[config.mk]
export PLATFORM = sky130hd
export DESIGN_NAME = irq_nest_arbiter
export DESIGN_NICKNAME = d
export VERILOG_FILES = /design/src/rtl/irq_nest_arbiter.sv
export SDC_FILE = /design/constraint.sdc
export NUM_CORES = 1
export LEC_CHECK = 0
export BUFFER_PORTS_ARGS = -buffer_cell sky130_fd_sc_hd__clkbuf_2
export CAP_MARGIN = 20
export CORE_MARGIN = 10
export CORE_UTILIZATION = 25
export DETAILED_ROUTE_END_ITERATION = 16
export PLACE_DENSITY_LB_ADDON = 0.15
export SLEW_MARGIN = 20
export SYNTH_ARGS = -nofsm -noshare
export SYNTH_HDL_FRONTEND = slang
export SYNTH_SLANG_ARGS = --single-unit
[constraint.sdc]
create_clock -name clk -period 8.24 [get_ports clk]
set_input_delay 1.648 -clock clk [delete_from_list [all_inputs] [get_ports clk]]
set_output_delay 1.648 -clock clk [all_outputs]
set_load 0.02 [all_outputs]
[src/rtl/irq_nest_arbiter.sv]
module irq_nest_arbiter #(
  parameter int NSRC = 8,
  parameter int DEPTH = 8,
  parameter int AW = 16,
  parameter logic [AW-1:0] VEC_BASE = 'h0100
) (
  input  logic                          clk,
  input  logic                          rst_n,
  input  logic [NSRC-1:0]               irq_in,
  input  logic [NSRC-1:0]               dev_en,
  input  logic                          gie,
  input  logic                          instr_done,
  input  logic                          rti,
  input  logic                          msk_we,
  input  logic [$clog2(NSRC)-1:0]       msk_sel,
  input  logic [NSRC-1:0]               msk_wdata,
  output logic                          irq_req,
  output logic                          irq_ack,
  output logic [AW-1:0]                 vec_addr,
  output logic [$clog2(NSRC)-1:0]       cur_type,
  output logic                          in_service,
  output logic [NSRC-1:0]               cur_mask,
  output logic [$clog2(DEPTH+1)-1:0]    nest_depth,
  output logic                          overflow,
  output logic [NSRC-1:0]               pending
);
  localparam int TW = $clog2(NSRC);
  localparam int DW = $clog2(DEPTH + 1);
  localparam int SW = $clog2(DEPTH);

  logic [NSRC-1:0] pend_q, mask_q, elig, pend_clr;
  logic [NSRC-1:0] mtab [NSRC];
  logic [NSRC-1:0] stk_mask [DEPTH];
  logic [TW-1:0]   stk_type [DEPTH];
  logic            stk_act  [DEPTH];
  logic [TW-1:0]   win, type_q;
  logic [DW-1:0]   depth_q, dm1;
  logic            act_q, ovf_q, ack_q, take, pop, full;
  logic [AW-1:0]   vec_q;

  assign elig     = pend_q & dev_en & ~mask_q & {NSRC{gie}};
  assign take     = instr_done & (|elig) & ~rti;
  assign pop      = rti & (depth_q != '0);
  assign full     = depth_q == DW'(DEPTH);
  assign dm1      = depth_q - 1'b1;
  assign pend_clr = take ? (NSRC'(1) << win) : '0;

  always_comb begin
    win = '0;
    for (int i = NSRC - 1; i >= 0; i--)
      if (elig[i]) win = TW'(i);
  end

  always_ff @(posedge clk or negedge rst_n)
    if (!rst_n) pend_q <= '0;
    else        pend_q <= (pend_q & ~pend_clr) | irq_in;

  always_ff @(posedge clk or negedge rst_n)
    if (!rst_n) begin
      for (int k = 0; k < NSRC; k++) mtab[k] <= {NSRC{1'b1}} << k;
    end else if (msk_we) begin
      mtab[msk_sel] <= msk_wdata;
    end

  always_ff @(posedge clk)
    if (take && !full) begin
      stk_mask[depth_q[SW-1:0]] <= mask_q;
      stk_type[depth_q[SW-1:0]] <= type_q;
      stk_act[depth_q[SW-1:0]]  <= act_q;
    end

  always_ff @(posedge clk or negedge rst_n)
    if (!rst_n) begin
      mask_q  <= '0;
      type_q  <= '0;
      act_q   <= 1'b0;
      depth_q <= '0;
      ovf_q   <= 1'b0;
      ack_q   <= 1'b0;
      vec_q   <= '0;
    end else begin
      ack_q <= take;
      if (pop) begin
        mask_q  <= stk_mask[dm1[SW-1:0]];
        type_q  <= stk_type[dm1[SW-1:0]];
        act_q   <= stk_act[dm1[SW-1:0]];
        depth_q <= dm1;
      end else if (take) begin
        if (full) ovf_q <= 1'b1;
        else      depth_q <= depth_q + 1'b1;
        mask_q <= mtab[win];
        type_q <= win;
        act_q  <= 1'b1;
        vec_q  <= VEC_BASE + (AW'(win) << 2);
      end
    end

  assign irq_req    = |elig;
  assign irq_ack    = ack_q;
  assign vec_addr   = vec_q;
  assign cur_type   = type_q;
  assign in_service = act_q;
  assign cur_mask   = mask_q;
  assign nest_depth = depth_q;
  assign overflow   = ovf_q;
  assign pending    = pend_q;
endmodule

# After elaboration in Yosys (flattened, before gate mapping)
# Memory sizes are Yosys's and may differ from the RTL's.
# Index checks and enable logic that the tools add are counted.
# classes
add_sub_neg,3
order_cmp,3
eq_ne,2
shift,1
mux,26
bitwise,14
reduce_logical,9
# ops
cell,count
bitwise mux 64 bit,1
two-way mux 8 bit,6
AND 8 bit,4
two-way mux 3 bit,10
binary-select mux 8 bit (select 3 bit),1
demux 8 bit (select 3 bit),1
inverter 8 bit,2
two-way mux 4 bit,3
"adder 9 x 5 -> 10 bit, first input constant",1
">= comparator 4 bit, second input constant",2
inverter 3 -> 4 bit,2
bitwise OR 8 bit,1
OR reduction 8 bit,1
"left shift 1 x 3 -> 8 bit, first input constant",1
"adder 4 x 1 -> 4 bit, second input constant",1
"== test 4 bit, second input constant",1
"< comparator 4 x 1 -> 1 bit, second input constant",1
two-way mux 1 bit,4
AND reduction 2 bit,2
nonzero test 4 bit,1
"subtractor 4 x 1 -> 4 bit, second input constant",1
AND 1 bit,3
AND reduction 3 bit,1
logical AND 1 bit,2
4 further kinds,5
# word_totals
register_bits,106
ramBits,96
input_bits,33
output_inout_bits,43
wordCells,77
mem_count,3
# mem_list
memory,depth,width,read_ports,rd_ports_with_merged_regs,write_ports,line_no,source
stk_mask,8,8,1,0,1,33,logic [NSRC-1:0] stk_mask [DEPTH];
stk_type,8,3,1,0,1,34,logic [TW-1:0] stk_type [DEPTH];
stk_act,8,1,1,0,1,35,logic stk_act [DEPTH];

# Depth between registers and ports, before layout
# Gate-level depths: netlist of the first run.
# logic_depth
depth_word,17
depth_mapped,10
mapped_depth_nobuf,7

# Worst setup path before layout of the first run
# OpenSTA, ideal clock, no wires.
# synth_path
kind,input port to output port
startpoint,in gie
endpoint,out irq_req
t_arrival_ns,2.459
t_required_ns,6.592
path_slack_ns,4.133
stages,4
path_buffers,1
path_cell_list,buf_6 -> and4b_4 -> nor4_4 -> nand2_1
# synth_between
elab_chain_cells,2
# synth_lines
item,line_no,source
start: declaration,11,"input logic gie,"
AND 8 bit,41,assign elig = pend_q & dev_en & ~mask_q & {NSRC{gie}};
OR reduction 8 bit,98,assign irq_req = |elig;
end: declaration,17,"output logic irq_req,"
# Every way passes these cells.

# Final worst setup path of the first run
# Ends and elaborated chain as after synthesis.

==> flow_metrics.tcl, run 1 <==
set metrics [dict create \
    cts_tree "yes" \
    start_util_pct 25.4 \
    hold_viol 0 \
    ys_warn_count 0 \
    core_area_um2 32500 \
    maxSlewViolCount 0 \
    skew_ns 0.0123 \
    drc 0 \
    power_uw 3210 \
    antenna_found_initial 0 \
    ys_ff_latch 190 \
    final_cells 1041 \
    synthAdderAreaFrac_pct 0.303 \
    numCtsBuffers 17 \
    yosysMostFrequentCell "edfxtp_1" \
    synth_area_leaders "edfxtp_1 35%, dfrtp_1 18%, dfstp_2 11%, mux2_2 7.6%, mux4_2 6.5%" \
    yosys-top-cells-count "96 x edfxtp_1, 58 x dfrtp_1, 56 x mux2_2" \
    io_buffers 63 \
    irDropWorstVdd_v 0.000157 \
    synth_top_flop_cell "edfxtp_1" \
    crit_fanout 13 \
    rsz0062_at_grt "no" \
    worstPathArrival_ns 2.85 \
    fp.dieArea_um2 40700 \
    row_count 66 \
    cts.path.max_buffers 2 \
    clkTransAtPathRegs_ns 0.08 \
    period_needed_ns 4.50 \
    wl_mm 22.9 \
    criticalPathCategory "in -> out" \
    worst_slew_pin_slew_ns 1.10 \
    ys_seq_area_share_pct 64.0 \
    netlist_area_um2 8260 \
    vias_per_cell 4.65 \
    antenna_cells 0 \
    cts.sinks 190 \
    area_growth_syn_to_layout_pct 17.0 \
    cp.required_ns 6.59 \
    ioPinCount 76 \
    synth_cell_types 64 \
    status "complete, no violations" \
    clkLatencyLatePin_ns 0.44 \
    track_usage_pct 11.3 \
    end_kind "output pin" \
    synthXorXnorAreaFrac_pct 0.318 \
    cts_setup_buffers 0 \
    async_reset_ff_share_pct 49.5 \
    fin_ws_ns 3.74 \
    drt_iter0_markers 285 \
    drive_gt1_share_pct 41.1 \
    overflow 0 \
    synth_top_family_by_area "multiplexers" \
    p_per_area_nw_per_um2 332 \
    grt_max_degree 60 \
    clockRootBuffer "clkbuf_16" \
    die_x_um 202 \
    grt_pass1_vias 5256 \
    slew-limit-headroom_pct 26.7 \
    wl_per_cell_um 22.0 \
    fin_util_pct 29.7 \
    drt-pass1-iter-count 7 \
    dp.cells 1009 \
    gp_congestion 0.733 \
    synth-edff-count 96 \
    finalSetupViolCount 0 \
    grt_first_pass_wirelength_mm 34.3 \
    maxCapViolations 0 \
    power_leakage_uw 0.00347 \
    dieHeight_um 202 \
    synth_compound_area_share_pct 6.24 \
    dr_total_vias 4836 \
    place_hpwl_mm 15.7 \
    critPathLaunchType "primary input" \
    postSynthCellCount 516 \
    synthMuxAreaShare_pct 17.2 \
    nets 621 \
    drtAntennaViolNets 0 \
    synth_top_area_share_pct 34.9 \
    htreeDepth 4 \
    pre_cts_ws_ns 3.74 \
    period_share_pct 54.6 \
    holdBufCountCts 0 \
    hold_path_class "reg -> reg" \
    ctsResizeCount 0 \
    avgSynthCellArea_um2 16.0 \
    synth_area_leader_cell "edfxtp_1" \
    synthSimpleGateAreaFrac_pct 8.93 \
    fmax_ghz 0.222 \
    totalNegativeSetupSlack_ns 0 \
]
flip-flops by register name, indices dropped and copies added (netlist names):
name,flops
cur_mask,8
cur_type,3
in_service,1
irq_ack,1
mtab,64
nest_depth,4
overflow,1
pending,8
stk_act,8
stk_mask,64
stk_type,24
vec_addr,4
path summary, 6_finish.rpt:
| check | from | to | slack (ns) | cells after the start |
|---|---|---|---|---|
| max in group asynchronous | rst_n | mtab[34]$_DFFE_PN0P_ | 5.85 | 2 |
| max reg2reg | nest_depth[0]$_DFFE_PN0P_ | cur_mask[6]$_DFFE_PN0P_ | 5.13 | 8 |
| min reg2reg | overflow$_DFFE_PN0P_ | overflow$_DFFE_PN0P_ | 0.47 | 1 |
| min | overflow$_DFFE_PN0P_ | overflow$_DFFE_PN0P_ | 0.47 | 1 |
| min in group asynchronous | rst_n | mtab[20]$_DFFE_PN0P_ | 1.20 | 1 |
| max | gie | irq_req | 3.74 | 5 |
layer usage:
metal	GRT usage (%)	vias up	share of wire, %
li1	-	2160	-
met1	14.0	2545	44
met2	19.0	109	50
met3	2.89	22	4.7
met4	3.41	0	1.5
met5	0	-	0
area by class of cell:
class | instances | area (µm²)
Timing Repair Buffer | 74 | 400
Sequential cell | 190 | 5280
Clock buffer | 17 | 425
Clock inverter | 15 | 174
Tap cell | 442 | 553
Multi-Input combinational cell | 298 | 2800
Fill cell | 3332 | 22900
Inverter | 5 | 23.8
cells in the final DEF, fill, tap and decap left out, drive strengths merged, types with 9 or more instances in the layout:
cell / n
edfxtp: 96
clkbuf: 79
mux2: 64
dfrtp: 58
dfstp: 36
nand3: 27
mux4: 24
o21ai: 21
mux2i: 16
inv: 16
nand2: 15
nor2: 13
conb: 12
buf: 12
nand3b: 10
nand4b: 10
a222oi: 9
critical path, stage by stage:
cell and delay [ns]:
clkbuf_2 0.23, and4b_4 0.30, nor4_4 0.30, nand2_1 0.17, clkbuf_2 0.19
power breakdown:
group          internal, µW  leakage, µW  switching [µW]
combinational           401      0.00129             574
clock                   415     0.000295             421
sequential             1240      0.00189             159
total                  2060      0.00347            1150
cell families after synthesis:
group | count (synthesis)
AO/OA/AOI/OAI | 67
XOR/XNOR | 3
adder cells (fa/ha/maj) | 2
buffers and inverters | 39
flip-flops | 190
multiplexers | 104
other | 1
AND/OR/NAND/NOR | 110
through the flow:
step | hold slack [ns] | cell area, µm²
2_1_floorplan | 0.448 | 8300
4_1_cts | 0.487 | 9660
6_report | 0.474 | 9660
5_1_grt | 0.496 | 9660
3_3_place_gp | 0.459 | 9060
3_5_place_dp | 0.463 | 9060
(Power assumes the default switching activity.)
==> run 2: changes to the inputs <==
==> constraint.sdc (replaced) <==
create_clock -name clk -period 4.2 [get_ports clk]
set_input_delay 0.84 -clock clk [delete_from_list [all_inputs] [get_ports clk]]
set_output_delay 0.84 -clock clk [all_outputs]
set_load 0.02 [all_outputs]
==> run 2 against run 1 <==
Register-to-register slack got worse by 3.8 ns. Clock-buffer cell count rose by 5. Setup slack got worse by 2.5 ns. Sequential share of layout area fell by 0.34 points. Flip-flop and latch count did not move. Combinational power rose by 110%. First-iteration DRC count rose by 21%. Die area did not move. Via count rose by 0.83%. Clock power rose by 100%. Clock skew fell by 0.0027 ns. Sequential power rose by 94%.
==> flow_metrics.tcl, run 2 (synthesis results as in run 1) <==
set metrics [dict create \
    status "complete, no violations" \
    numCtsBuffers 17 \
    io_buffers 63 \
    htreeDepth 4 \
    slew-limit-headroom_pct 28.5 \
    reg2reg_setup_slack_ns 1.29 \
    cts.path.max_buffers 2 \
    place_area_um2 9110 \
    cpLargestDelayFamily "simple AND/OR/NAND/NOR gates" \
    clkTransAtPathRegs_ns 0.06 \
    path_cells "clkbuf_2 > and4b_4 > nor4_4 > nand2_1 > clkbuf_2" \
    row_count 66 \
    drc 0 \
    netSwitchingPower_uw 2160 \
    final_common_cell "edfxtp_1" \
    cts_setup_buffers 0 \
    hold_path.startpoint "overflow$_DFFE_PN0P_" \
    p_seq_share_pct 42.2 \
    cp_slowest_cell "nor4_4" \
    critical_path.most_common_cell "clkbuf_2" \
    grt_pass1_vias 5207 \
    worstSetupEndpoint "irq_req" \
    power_uw 6420 \
    gp_congestion 0.775 \
    track_usage_pct 11.7 \
    period_share_pct 70.2 \
    power_leakage_uw 0.00351 \
    slowest_delay_ns 0.31 \
    power.internal_uw 4260 \
    vias_per_cell 4.66 \
    cts_tree "yes" \
    clkLatencyLatePin_ns 0.43 \
    grt_max_degree 74 \
    wl_mm 23.5 \
    drive_gt1_share_pct 41.2 \
    pwr-share-comb_pct 31.7 \
    worst-path-buf-inv 2 \
    dr_total_vias 4876 \
    grt_first_pass_wirelength_mm 35.4 \
    r2r_end "cur_mask[6]$_DFFE_PN0P_" \
    ioPinCount 76 \
    holdWs_ns 0.473 \
    crit_path_start "gie" \
    place_hpwl_mm 16.5 \
    core_area_um2 32500 \
    criticalPathCategory "in -> out" \
    p_clk_share_pct 26.1 \
    worstPathArrival_ns 2.11 \
    maxCapViolations 0 \
    fp.dieArea_um2 40700 \
    rr_startpoint "nest_depth[1]$_DFFE_PN0P_" \
    totalNegativeSetupSlack_ns 0 \
    drt_iter0_markers 345 \
    end_kind "output pin" \
    wl_per_cell_um 22.4 \
    maxSlewViolCount 0 \
    skew_ns 0.00960 \
    drt-pass1-iter-count 5 \
    period_needed_ns 2.95 \
    hold_viol 0 \
    area_growth_syn_to_layout_pct 17.7 \
    crit_fanout 13 \
    finalSetupViolCount 0 \
    switching_share_pct 33.6 \
    stdcell_area_um2 9720 \
    dieHeight_um 202 \
    irDropWorstVdd_v 0.000313 \
    hold_path_class "reg -> reg" \
    antenna_cells 0 \
    nets 626 \
    start_util_pct 25.4 \
    overflow 0 \
    p_per_area_nw_per_um2 661 \
    final_cells 1046 \
    rsz0062_at_grt "no" \
    cp.required_ns 3.36 \
    die_x_um 202 \
    critPathLaunchType "primary input" \
    nFillCells 3310 \
    ctsResizeCount 0 \
    clockRootBuffer "clkbuf_16" \
    drtAntennaViolNets 0 \
    holdBufCountCts 0 \
    reg2reg_depth 6 \
    cp.depth 5 \
    worst_slew_pin_slew_ns 1.07 \
    mostFrequentLayoutCells "96 x edfxtp_1, 62 x clkbuf_2, 57 x dfrtp_1" \
    antenna_found_initial 0 \
    dp.cells 1014 \
    fmax_ghz 0.339 \
    cts.sinks 190 \
]
run 2: cell count changes in the layout (fill, tap and decap cells not counted), sizes merged:
cell	before	now
clkinvlp	0	1
inv	16	7
buf	12	17
clkbuf	79	84
bufinv	0	3
run 2: how the worst min path moves through the flow:
stage                     cells past startpoint  slack [ns]                   end
after detailed placement                      1        0.47  overflow$_DFFE_PN0P_
after CTS                                     1        0.49  overflow$_DFFE_PN0P_
after floorplan                               1        0.45  mtab[24]$_DFFE_PN0P_
after global routing                          1        0.51  mtab[25]$_DFFE_PN0P_
final                                         1        0.47  overflow$_DFFE_PN0P_
after global placement                        1        0.46  mtab[27]$_DFFE_PN0P_
run 2: layer usage:
| layer | share of wire [%] | vias up | GRT usage [%] |
|---|---|---|---|
| li1 | - | 2155 | - |
| met1 | 43 | 2572 | 14.6 |
| met2 | 51 | 135 | 19.9 |
| met3 | 5.1 | 14 | 2.94 |
| met4 | 0.97 | 0 | 2.98 |
| met5 | 0 | - | 0 |
run 2: cell type report:
type | instances | area (µm²) | area share [%]
clock buffer | 22 | 475 | 4.89
clock inverter | 10 | 135 | 1.39
inverter | 5 | 23.8 | 0.245
multi-input combinational | 298 | 2800 | 28.8
sequential | 190 | 5280 | 54.3
tap | 442 | 553 | 5.69
timing repair buffer | 79 | 450 | 4.63
run 2: power by group through the flow:
stage	Combinational, µW	Sequential (µW)	Clock (µW)
CTS	2080	2710	1720
finish	2040	2710	1680
global placement	2070	2740	0
floorplan	1260	2770	0
detailed placement	2080	2750	0
global route	2220	2760	1800
run 2: metrics by stage:
stage | utilization (%) | setup WS, ns
floorplan | - | 1.02
global placement | 28.0 | 0.895
detailed placement | 28.0 | 0.856
CTS | 29.9 | 1.26
global route | 29.9 | 1.11
finish | 29.9 | 1.25
run 2: worst reg2reg max path, stage by stage, from the launching register on:
cell and delay (ns):
dfrtp_1 0.56, inv_1 0.11, ha_1 0.70, buf_4 0.33, mux4_2 0.32, a222oi_1 0.62
nand3_1 0.13
